===== config.mk =====
export PLATFORM = sky130hd
export DESIGN_NAME = conv_pwr_supervisor
export DESIGN_NICKNAME = d
export VERILOG_FILES = /design/src/rtl/pss_pkg.sv /design/src/rtl/pss_debounce.sv /design/src/rtl/pss_fsm.sv /design/src/rtl/pss_outdec.sv /design/src/rtl/conv_pwr_supervisor.sv
export SDC_FILE = /design/constraint.sdc
export NUM_CORES = 1
export LEC_CHECK = 0
export CORE_AREA = 2 2 39 41
export CTS_CLUSTER_DIAMETER = 50
export DETAILED_ROUTE_END_ITERATION = 8
export DIE_AREA = 0 0 41 43
export DONT_BUFFER_PORTS = 1
export PLACE_DENSITY = 0.59
export SETUP_SLACK_MARGIN = 0.4
export SLEW_MARGIN = 10
export SYNTH_ARGS = -nofsm -noshare
export SYNTH_HDL_FRONTEND = slang
export SYNTH_SLANG_ARGS = --single-unit

===== constraint.sdc =====
create_clock -name clk -period 1.6 [get_ports clk]
set_clock_uncertainty 0.15 [all_clocks]
set_input_delay 0.32 -clock clk [delete_from_list [all_inputs] [get_ports clk]]
set_output_delay 0.32 -clock clk [all_outputs]
set_load 0.02 [all_outputs]

===== src/rtl/pss_pkg.sv =====
package pss_pkg;
  typedef enum logic [2:0] {
    ST_OFF      = 3'd0,
    ST_STARTUP  = 3'd1,
    ST_FALLBACK = 3'd2,
    ST_REGULATE = 3'd3,
    ST_HOT      = 3'd4,
    ST_STOPPED  = 3'd5
  } pss_state_e;
endpackage


===== src/rtl/pss_debounce.sv =====
module pss_debounce #(
  parameter int DEBOUNCE_CYC = 4
) (
  input  logic clk,
  input  logic rst_n,
  input  logic raw_i,
  output logic filt_o
);
  localparam int CW = (DEBOUNCE_CYC < 2) ? 1 : $clog2(DEBOUNCE_CYC);
  localparam logic [CW-1:0] LAST = CW'(DEBOUNCE_CYC - 1);

  logic [CW-1:0] cnt_q, cnt_d;
  logic          filt_q, filt_d;

  always_comb begin
    cnt_d  = cnt_q;
    filt_d = filt_q;
    if (raw_i == filt_q) begin
      cnt_d = '0;
    end else if (cnt_q == LAST) begin
      filt_d = raw_i;
      cnt_d  = '0;
    end else begin
      cnt_d = cnt_q + 1'b1;
    end
  end

  always_ff @(posedge clk or negedge rst_n) begin
    if (!rst_n) begin
      cnt_q  <= '0;
      filt_q <= 1'b0;
    end else begin
      cnt_q  <= cnt_d;
      filt_q <= filt_d;
    end
  end

  assign filt_o = filt_q;
endmodule


===== src/rtl/pss_fsm.sv =====
module pss_fsm
  import pss_pkg::*;
(
  input  logic       clk,
  input  logic       rst_n,
  input  logic       shdn_i,
  input  logic       vreg_f_i,
  input  logic       vmin_f_i,
  input  logic       hot_i,
  input  logic       pwm_mode_i,
  output pss_state_e st_o
);
  pss_state_e st_q, st_d;

  always_comb begin
    st_d = st_q;
    if (shdn_i) begin
      st_d = ST_OFF;
    end else begin
      case (st_q)
        ST_OFF:      st_d = ST_STARTUP;
        ST_STARTUP:  if (vreg_f_i) st_d = ST_REGULATE;
        ST_FALLBACK: begin
          if (!vmin_f_i)     st_d = ST_STOPPED;
          else if (vreg_f_i) st_d = ST_REGULATE;
        end
        ST_REGULATE: begin
          if (hot_i && pwm_mode_i) st_d = ST_HOT;
          else if (!vmin_f_i)      st_d = ST_STOPPED;
          else if (!vreg_f_i)      st_d = ST_FALLBACK;
        end
        ST_HOT:      if (!hot_i) st_d = ST_REGULATE;
        ST_STOPPED:  st_d = ST_STOPPED;
        default:     st_d = ST_OFF;
      endcase
    end
  end

  always_ff @(posedge clk or negedge rst_n) begin
    if (!rst_n) st_q <= ST_OFF;
    else        st_q <= st_d;
  end

  assign st_o = st_q;
endmodule


===== src/rtl/pss_outdec.sv =====
module pss_outdec
  import pss_pkg::*;
(
  input  pss_state_e st_i,
  input  logic       shdn_i,
  input  logic       batt_ok_i,
  input  logic       aux_ctl_i,
  output logic       osc_en_o,
  output logic       ctl_en_o,
  output logic       aux_on_o,
  output logic       batt_low_o
);
  logic in_start;

  always_comb begin
    in_start   = (st_i == ST_STARTUP) || (st_i == ST_FALLBACK);
    osc_en_o   = !shdn_i && batt_ok_i && in_start;
    ctl_en_o   = !shdn_i && (st_i == ST_REGULATE);
    aux_on_o   = !shdn_i && !aux_ctl_i && (st_i != ST_OFF) && (st_i != ST_HOT);
    batt_low_o = !batt_ok_i;
  end
endmodule


===== src/rtl/conv_pwr_supervisor.sv =====
module conv_pwr_supervisor
  import pss_pkg::*;
#(
  parameter int DEBOUNCE_CYC = 4
) (
  input  logic clk,
  input  logic rst_n,
  input  logic shdn_i,
  input  logic batt_ok_i,
  input  logic vreg_ok_i,
  input  logic vmin_ok_i,
  input  logic hot_i,
  input  logic pwm_mode_i,
  input  logic aux_ctl_i,
  output logic osc_en_o,
  output logic ctl_en_o,
  output logic aux_on_o,
  output logic batt_low_o
);
  localparam int NFLAG = 2;

  logic [NFLAG-1:0] raw_vec;
  logic [NFLAG-1:0] filt_vec;
  logic             vreg_f;
  logic             vmin_f;
  pss_state_e       st;

  assign raw_vec = {vmin_ok_i, vreg_ok_i};

  for (genvar g = 0; g < NFLAG; g++) begin : g_flt
    pss_debounce #(.DEBOUNCE_CYC(DEBOUNCE_CYC)) u_flt (
      .clk    (clk),
      .rst_n  (rst_n),
      .raw_i  (raw_vec[g]),
      .filt_o (filt_vec[g])
    );
  end

  assign vreg_f = filt_vec[0];
  assign vmin_f = filt_vec[1];

  pss_fsm u_fsm (
    .clk        (clk),
    .rst_n      (rst_n),
    .shdn_i     (shdn_i),
    .vreg_f_i   (vreg_f),
    .vmin_f_i   (vmin_f),
    .hot_i      (hot_i),
    .pwm_mode_i (pwm_mode_i),
    .st_o       (st)
  );

  pss_outdec u_dec (
    .st_i       (st),
    .shdn_i     (shdn_i),
    .batt_ok_i  (batt_ok_i),
    .aux_ctl_i  (aux_ctl_i),
    .osc_en_o   (osc_en_o),
    .ctl_en_o   (ctl_en_o),
    .aux_on_o   (aux_on_o),
    .batt_low_o (batt_low_o)
  );
endmodule


==> results of run 1 <==
## through the flow
step / setup TNS (ns) / std cells
final: -0.116 / 79
after detailed placement: 0 / 70
after global routing: -0.340 / 79
after CTS: -0.142 / 79
after global placement: 0 / 70
after floorplan: 0 / 55
## flip-flops by register name (all words and copies together), names as in the netlist
register	count
g_flt.u_flt.cnt_q	4
u_fsm.st_o	3
g_flt.u_flt.filt_o	2
## cells in the final DEF, fill, tap and decap left out
cell / Yosys / routed
or2_1: 0 / 1
clkbuf_4: 0 / 3
nand3b_1: 1 / 1
nor4_4: 0 / 1
a21oi_1: 2 / 1
buf_4: 0 / 2
a21oi_2: 0 / 1
a21boi_0: 1 / 1
inv_2: 0 / 1
dfrtp_1: 9 / 7
nor3b_4: 0 / 1
dfrtp_2: 0 / 2
and2_1: 2 / 2
nor3b_1: 3 / 2
nand3_1: 2 / 2
o31ai_1: 1 / 1
nor2_1: 2 / 2
nor3_4: 0 / 1
nand4_1: 1 / 1
clkbuf_1: 0 / 1
xor2_1: 2 / 2
a311oi_1: 1 / 1
o2bb2ai_2: 0 / 1
o32ai_2: 0 / 1
and4b_1: 1 / 1
inv_1: 5 / 4
o21ai_0: 2 / 2
buf_6: 1 / 3
a31o_1: 1 / 1
nand2_1: 4 / 4
a31oi_1: 1 / 1
o21ai_1: 1 / 1
ha_1: 2 / 2
dlygate4sd3_1: 0 / 2
nor2b_4: 1 / 2
xnor2_1: 1 / 1
## final cells by class
cell class,count,area [um2],area share [%]
clock buffer,4,26.3,3.83
multi-input combinational,38,324,47.3
tap,16,20.0,2.92
timing repair buffer,7,68.8,10.0
sequential,9,228,33.2
inverter,5,18.8,2.74
## cell families (layout without fill, tap and decap cells)
kind of cell    Yosys count  in the layout
simple gates             21             21
compound gates           12             12
flops                     9              9
buf+inv                   8             16
xor+xnor                  3              3
fa+ha+maj                 2              2
## power breakdown
group | internal [mW] | total (mW) | leakage (nW) | switching, mW
Clock | 0.0959 | 0.172 | 0.0150 | 0.0760
Sequential | 0.318 | 0.411 | 0.112 | 0.0935
Combinational | 0.215 | 0.425 | 0.164 | 0.210
Total | 0.629 | 1.01 | 0.291 | 0.379
## routing by layer
layer,track usage [%],share of wire [%],vias to the layer above
li1,-,-,209
met1,22.1,43,218
met2,25.0,52,8
met3,5.24,2.5,6
met4,10.0,2.4,0
met5,0,0,-
## worst paths after layout
kind / from / end / slack [ns]
hold reg to reg: g_flt[1].u_flt.cnt_q[0]$_DFF_PN0_ / g_flt[1].u_flt.cnt_q[0]$_DFF_PN0_ / 0.29
setup reg to reg: u_fsm.st_o[0]$_DFFE_PN0P_ / u_fsm.st_o[2]$_DFFE_PN0P_ / 0.09
max in group asynchronous: rst_n / u_fsm.st_o[1]$_DFFE_PN0P_ / 0.73
min in group asynchronous: rst_n / g_flt[0].u_flt.cnt_q[0]$_DFF_PN0_ / 0.27
hold / removal: shdn_i / u_fsm.st_o[0]$_DFFE_PN0P_ / 0.02
setup / recovery: u_fsm.st_o[1]$_DFFE_PN0P_ / osc_en_o / -0.07
## repair_timing
item / CTS / global route
hold endpoints to repair: 10 / 0
pin swaps: 0 / 4
setup buffers: 3 / 0
hold buffers: 2 / 0
setup endpoints to repair: 6 / 6
gates resized for setup: 7 / 5
## critical path, delay by kind of cell (launching register included)
kind          cells  cell delay [ns]
flops             1             0.46
simple gates      1             0.31
xor+xnor          1             0.18
==> metrics.csv, run 1 <==
metric,value,unit
status,finished with violations,
violated checks,setup timing,
routed len/inst,14.4,um
Final nets,75,
share of flip-flops with an asynchronous set or reset,100,%
Power Density,1470,nW/um2
die height,43,um
Boundary Pins,13,
mux cell area share after synthesis,0,%
Worst Path Required,1.13,ns
CTS Buf Count,3,
fin area,686,um2
complex-gate fraction of the synthesized area,15.4,%
"Cell Area, Synth",527,um2
Post-DP Area,578,um2
top area cells in the synthesized netlist,"dfrtp_1 43%, ha_1 4.8%, nor3b_1 4.3%, inv_1 3.6%, xor2_1 3.3%",
synth warn,0,
gr usage total,17.4,%
Leak,0.291,nW
Initial Util,38.1,%
row count,14,
hold path depth,1,
worst slew pin tran,0.392,ns
DRC,0,
Max Cap Viol,0,
clk slew on worst S/H paths,0.06,ns
Synth Area in Simple Gates,24.5,%
WHS,0.0204,ns
most common cell in the netlist,dfrtp_1,
"Clk Latency, worst-skew pair",0.26,ns
Syn-to-layout area delta,30.2,%
ant diodes,0,
final wirelength,1140,um
vias per inst,5.58,
Post-Synth XOR/XNOR Area,4.99,%
Mapped Nets,66,
Worst Setup End Kind,primary output,
hpwl dp,843,um
Max Clk Rate,0.598,GHz
worst r2r path cells,5,
worst rel slew slack,73.7,%
"area leader, netlist",dfrtp_1,
I/O Buffers,0,
VDD IR max,0.651,mV
Synth cell types,31,
Synth top area share,42.8,%
largest net degree at the start of global routing,10,
TritonRoute pass-1 iters,3,
worst min-delay path category,in -> reg,
Clock Path Buffers,2,
number of synthesized flops with an enable pin,0,
Critical-path top delay cell,dfrtp_2,
critical-path cell list,"xnor2_1, nor4_4",
FILL cells,132,
largest family of logic cells by synthesized area,simple AND/OR/NAND/NOR gates,
die area,1760,um2
Final Max Tran Viols,0,
DR vias,441,
Worst Path Max Fanout,7,
unrepaired setup endpoints after global routing,yes,
pre-CTS WS,0.126,ns
grt ovf,0,
"FF+latch count, synth",9,
Critical Path Max Stage Delay,0.46,ns
syn_area_per_cell,9.58,um2
Final Critical Period,1.67,ns
Crit path arrival time,1.20,ns
Setup WS post-layout,-0.0732,ns
TritonCTS clock tree,built,
Iter 0 DRT Violations,3,
share of layout cells above drive strength 1,30.2,%
sequential share of the synthesized area,42.8,%
Setup-failing EPs final,3,
Post-synth top cells,"9 x dfrtp_1, 5 x inv_1, 4 x nand2_1",
"Core Util, Final",49.5,%
global-route wire length before repair,1980,um
WS Path Type,reg -> out,
Core Region,1380,um2
Power Total,1.01,mW
initial antenna violation count,0,
H-Tree Depth,1,
Synth Area in Adders,4.75,%
DRT antenna net count,0,
Tcrit/Tclk final,105,%
"Hold Violations, Final",0,
vias in the first global route,454,
Main synth FF type,dfrtp_1,
Worst setup SP type,register,
Final GP Congestion,0.867,
Die Wd,41,um
post-synthesis cell count,55,
clock sinks,9,
root buf cell,clkbuf_4,
(Power assumes the default switching activity.)
==> inputs of run 2 (changes only) <==
--- a/config.mk
+++ b/config.mk
@@ -5,10 +5,10 @@
 export SDC_FILE = /design/constraint.sdc
 export NUM_CORES = 1
 export LEC_CHECK = 0
-export CORE_AREA = 2 2 39 41
+export CORE_AREA = 5 5 42 44
 export CTS_CLUSTER_DIAMETER = 50
 export DETAILED_ROUTE_END_ITERATION = 8
-export DIE_AREA = 0 0 41 43
+export DIE_AREA = 0 0 47 49
 export DONT_BUFFER_PORTS = 1
 export PLACE_DENSITY = 0.59
 export SETUP_SLACK_MARGIN = 0.4
==> constraint.sdc (replaced) <==
create_clock -name clk -period 2.07 [get_ports clk]
set_clock_uncertainty 0.15 [all_clocks]
set_input_delay 0.414 -clock clk [delete_from_list [all_inputs] [get_ports clk]]
set_output_delay 0.414 -clock clk [all_outputs]
set_load 0.02 [all_outputs]
==> metrics.csv, run 2 (same netlist as run 1, synthesis figures left out) <==
metric,value,unit
worst rel slew slack,73.8,%
share of layout cells above drive strength 1,25.0,%
Final GP Congestion,0.686,
most frequent cells in the layout,"7 x buf_4, 6 x dfrtp_1, 5 x inv_1",
final wirelength,1050,um
max FFs per register,4,
die height,49,um
DRC,0,
VDD IR max,0.550,mV
Die Wd,47,um
Final Critical Period,1.73,ns
CP top delay family,simple AND/OR/NAND/NOR gates,
Worst Path Max Fanout,4,
status,"finished, final reports clean",
DRT antenna net count,0,
"commonest non-fill, non-tap cell in the layout",buf_4,
Max Cap Viol,0,
Reg2Reg Setup Slack,0.52,ns
root buf cell,clkbuf_4,
die area,2300,um2
TritonRoute pass-1 iters,4,
Setup WS post-layout,0.342,ns
global-route wire length before repair,1880,um
Setup-failing EPs final,0,
cell count after placement,69,
worst min-delay path category,in -> reg,
setup TNS,0,ns
WS Path Type,reg -> out,
Boundary Pins,13,
row count,14,
I/O Buffers,0,
TritonCTS clock tree,built,
Largest Register,g_flt.u_flt.cnt_q,
Iter 0 DRT Violations,13,
Initial Util,37.6,%
CTS Buf Count,3,
Crit path arrival time,1.16,ns
Finished Layout Cells,80,
CP bufs+invs,0,
clk slew on worst S/H paths,0.06,ns
Post-DP Area,544,um2
vias per inst,5.43,
Critical-path top delay cell,dfrtp_2,
gr usage total,10.5,%
hpwl dp,786,um
Syn-to-layout area delta,22.3,%
fin area,644,um2
Worst Path Required,1.51,ns
ant diodes,0,
"Hold Violations, Final",0,
worst slew pin tran,0.392,ns
"Core Util, Final",46.0,%
initial antenna violation count,0,
grt ovf,0,
Tcrit/Tclk final,83.5,%
pre-CTS WS,0.462,ns
Leak,0.287,nW
Max Clk Rate,0.579,GHz
clock sinks,9,
Final nets,76,
largest net degree at the start of global routing,10,
Core Region,1400,um2
Final Max Tran Viols,0,
H-Tree Depth,1,
vias in the first global route,453,
DR vias,434,
Worst Setup End Kind,primary output,
"Clk Latency, worst-skew pair",0.25,ns
Critical Path Max Stage Delay,0.45,ns
critical-path cell list,"nor2b_4, nor3b_4",
Clock Path Buffers,2,
WHS,0.0882,ns
Worst setup SP type,register,
unrepaired setup endpoints after global routing,yes,
Power Total,751,uW
Power Density,1170,nW/um2
routed len/inst,13.1,um
-- run 2: layout make-up --
class | instances | area (um2)
clock buffers | 4 | 26.3
fillers | 139 | 757
inverters | 5 | 18.8
multi-input cells | 38 | 288
flip-flops and latches | 9 | 229
well taps | 16 | 20.0
repair buffers | 8 | 62.6
-- run 2: routing by layer --
layer	vias to the layer above	GRT usage [%]	part of all wire [%]
met3	2	3.69	7.7
met5	-	0	0
met1	205	13.9	42
li1	213	-	-
met4	0	2.76	0.76
met2	14	16.1	49
-- run 2: path summary, 6_finish.rpt --
path / start / endpoint / depth (start not counted)
worst max-delay path: u_fsm.st_o[2]$_DFFE_PN0P_ / ctl_en_o / 2
worst max register to register: u_fsm.st_o[2]$_DFFE_PN0P_ / u_fsm.st_o[0]$_DFFE_PN0P_ / 6
worst min register to register: g_flt[0].u_flt.cnt_q[0]$_DFF_PN0_ / g_flt[0].u_flt.cnt_q[0]$_DFF_PN0_ / 1
min in group asynchronous: rst_n / g_flt[0].u_flt.cnt_q[0]$_DFF_PN0_ / 1
worst min-delay path: shdn_i / u_fsm.st_o[1]$_DFFE_PN0P_ / 1
max in group asynchronous: rst_n / u_fsm.st_o[0]$_DFFE_PN0P_ / 1
-- run 2: where the power goes --
part | leakage, nW | internal (mW) | switching (mW)
Sequential | 0.111 | 0.247 | 0.0633
Combinational | 0.161 | 0.157 | 0.152
Clock | 0.0150 | 0.0741 | 0.0580
Total | 0.287 | 0.478 | 0.273
-- run 2: repair_timing --
action,in CTS,in global routing
setup buffers,4,2
resized for setup,5,0
gates cloned,0,0
endpoints found under the setup margin,3,3
hold buffers,1,0
hold endpoints to repair,9,0
==> inputs of run 3 (changes only) <==
==> constraint.sdc (replaced) <==
create_clock -name clk -period 1.64 [get_ports clk]
set_clock_uncertainty 0.15 [all_clocks]
set_input_delay 0.328 -clock clk [delete_from_list [all_inputs] [get_ports clk]]
set_output_delay 0.328 -clock clk [all_outputs]
set_load 0.02 [all_outputs]
==> metrics.csv, run 3 (same netlist as run 1, synthesis figures left out) <==
metric,value,unit
CTS Buf Count,3,
critical-path cell list,"nor2b_4, nor3b_4",
Syn-to-layout area delta,38.0,%
Boundary Pins,13,
Critical Path Max Stage Delay,0.47,ns
worst min-delay path category,in -> reg,
Setup WS post-layout,-0.0149,ns
vias per inst,5.45,
setup TNS,-0.0149,ns
DR vias,447,
pre-CTS WS,0.0955,ns
largest net degree at the start of global routing,10,
worst slew pin tran,0.382,ns
DRC,0,
Final GP Congestion,0.822,
FILL cells,140,
Final Max Tran Viols,0,
Power Density,1460,nW/um2
clk slew on worst S/H paths,0.06,ns
max FFs per register,4,
global-route wire length before repair,1920,um
Die Wd,47,um
gr usage total,11.8,%
WHS,0.0342,ns
Worst Setup End Kind,primary output,
clock sinks,9,
unrepaired setup endpoints after global routing,yes,
Final nets,78,
WS Path Type,reg -> out,
fin area,727,um2
VDD IR max,0.766,mV
Worst setup SP type,register,
worst r2r path cells,5,
Worst Path Max Fanout,4,
die height,49,um
Leak,0.312,nW
Largest Register,g_flt.u_flt.cnt_q,
most frequent cells in the layout,"6 x dfrtp_1, 5 x inv_1, 4 x nand2_1, 4 x buf_6",
Tcrit/Tclk final,101,%
H-Tree Depth,1,
Core Region,1400,um2
"Hold Violations, Final",0,
Critical-path top delay cell,dfrtp_2,
TritonRoute pass-1 iters,4,
routed len/inst,14.9,um
Crit path arrival time,1.18,ns
worst rel slew slack,74.5,%
Iter 0 DRT Violations,8,
"Clk Latency, worst-skew pair",0.27,ns
status,finished with violations,
die area,2300,um2
row count,14,
Max Clk Rate,0.604,GHz
Clock Path Buffers,2,
Worst Path Required,1.16,ns
Post-DP Area,563,um2
root buf cell,clkbuf_4,
grt ovf,0,
initial antenna violation count,0,
Setup-failing EPs final,1,
DRT antenna net count,0,
cell count after placement,68,
violated checks,setup timing,
ant diodes,0,
TritonCTS clock tree,built,
Initial Util,37.6,%
I/O Buffers,0,
Max Cap Viol,0,
vias in the first global route,429,
Finished Layout Cells,82,
share of layout cells above drive strength 1,34.8,%
Final Critical Period,1.65,ns
final wirelength,1220,um
"commonest non-fill, non-tap cell in the layout",dfrtp_1,
hold path depth,2,
run 3: layer usage:
layer / up-vias / track usage [%] / share of wire, %
met1: 218 / 14.8 / 43
met4: 0 / 6.91 / 2.5
li1: 216 / - / -
met3: 3 / 4.43 / 4.4
met2: 10 / 16.5 / 50
met5: - / 0 / 0
run 3: final timing paths:
| check | start | to | slack (ns) |
|---|---|---|---|
| hold / removal | vreg_ok_i | g_flt[0].u_flt.filt_o$_DFFE_PN0P_ | 0.03 |
| max in group asynchronous | rst_n | u_fsm.st_o[0]$_DFFE_PN0P_ | 0.78 |
| setup reg to reg | u_fsm.st_o[2]$_DFFE_PN0P_ | u_fsm.st_o[2]$_DFFE_PN0P_ | 0.10 |
| min in group asynchronous | rst_n | g_flt[0].u_flt.filt_o$_DFFE_PN0P_ | 0.26 |
| setup / recovery | u_fsm.st_o[2]$_DFFE_PN0P_ | ctl_en_o | -0.01 |
| hold reg to reg | g_flt[0].u_flt.cnt_q[0]$_DFF_PN0_ | g_flt[0].u_flt.cnt_q[0]$_DFF_PN0_ | 0.29 |
run 3: layout make-up:
| type | instances | area, um2 | share of cell area [%] |
|---|---|---|---|
| clock buffer | 4 | 26.3 | 3.61 |
| inverter | 5 | 18.8 | 2.58 |
| multi-input combinational | 38 | 335 | 46.1 |
| sequential | 9 | 229 | 31.5 |
| tap | 16 | 20.0 | 2.75 |
| timing repair buffer | 10 | 97.6 | 13.4 |
run 3: stage by stage:
stage          util [%]  power [mW]
2_1_floorplan         -       0.686
3_3_place_gp       40.2       0.718
3_5_place_dp       40.2       0.724
4_1_cts            48.2        1.00
5_1_grt            51.9        1.15
6_report           51.9        1.06
run 3: where the power goes:
group	leakage (nW)	switching, mW	internal [mW]
Combinational	0.186	0.231	0.253
Sequential	0.111	0.0904	0.311
Clock	0.0150	0.0795	0.0939
Total	0.312	0.401	0.658
run 3: what timing repair did:
| item | in CTS | in global routing |
|---|---|---|
| cloned | 0 | 0 |
| hold endpoints to repair | 10 | 1 |
| setup endpoints to repair | 6 | 6 |
| hold buffers | 2 | 1 |
| pin swaps | 2 | 0 |
| gates resized for setup | 8 | 8 |
| buffers inserted | 6 | 1 |
run 3: worst max-delay path: cells and delay by family (launching register included):
kind	cells	cell delay [ns]
flops	1	0.47
simple gates	2	0.44
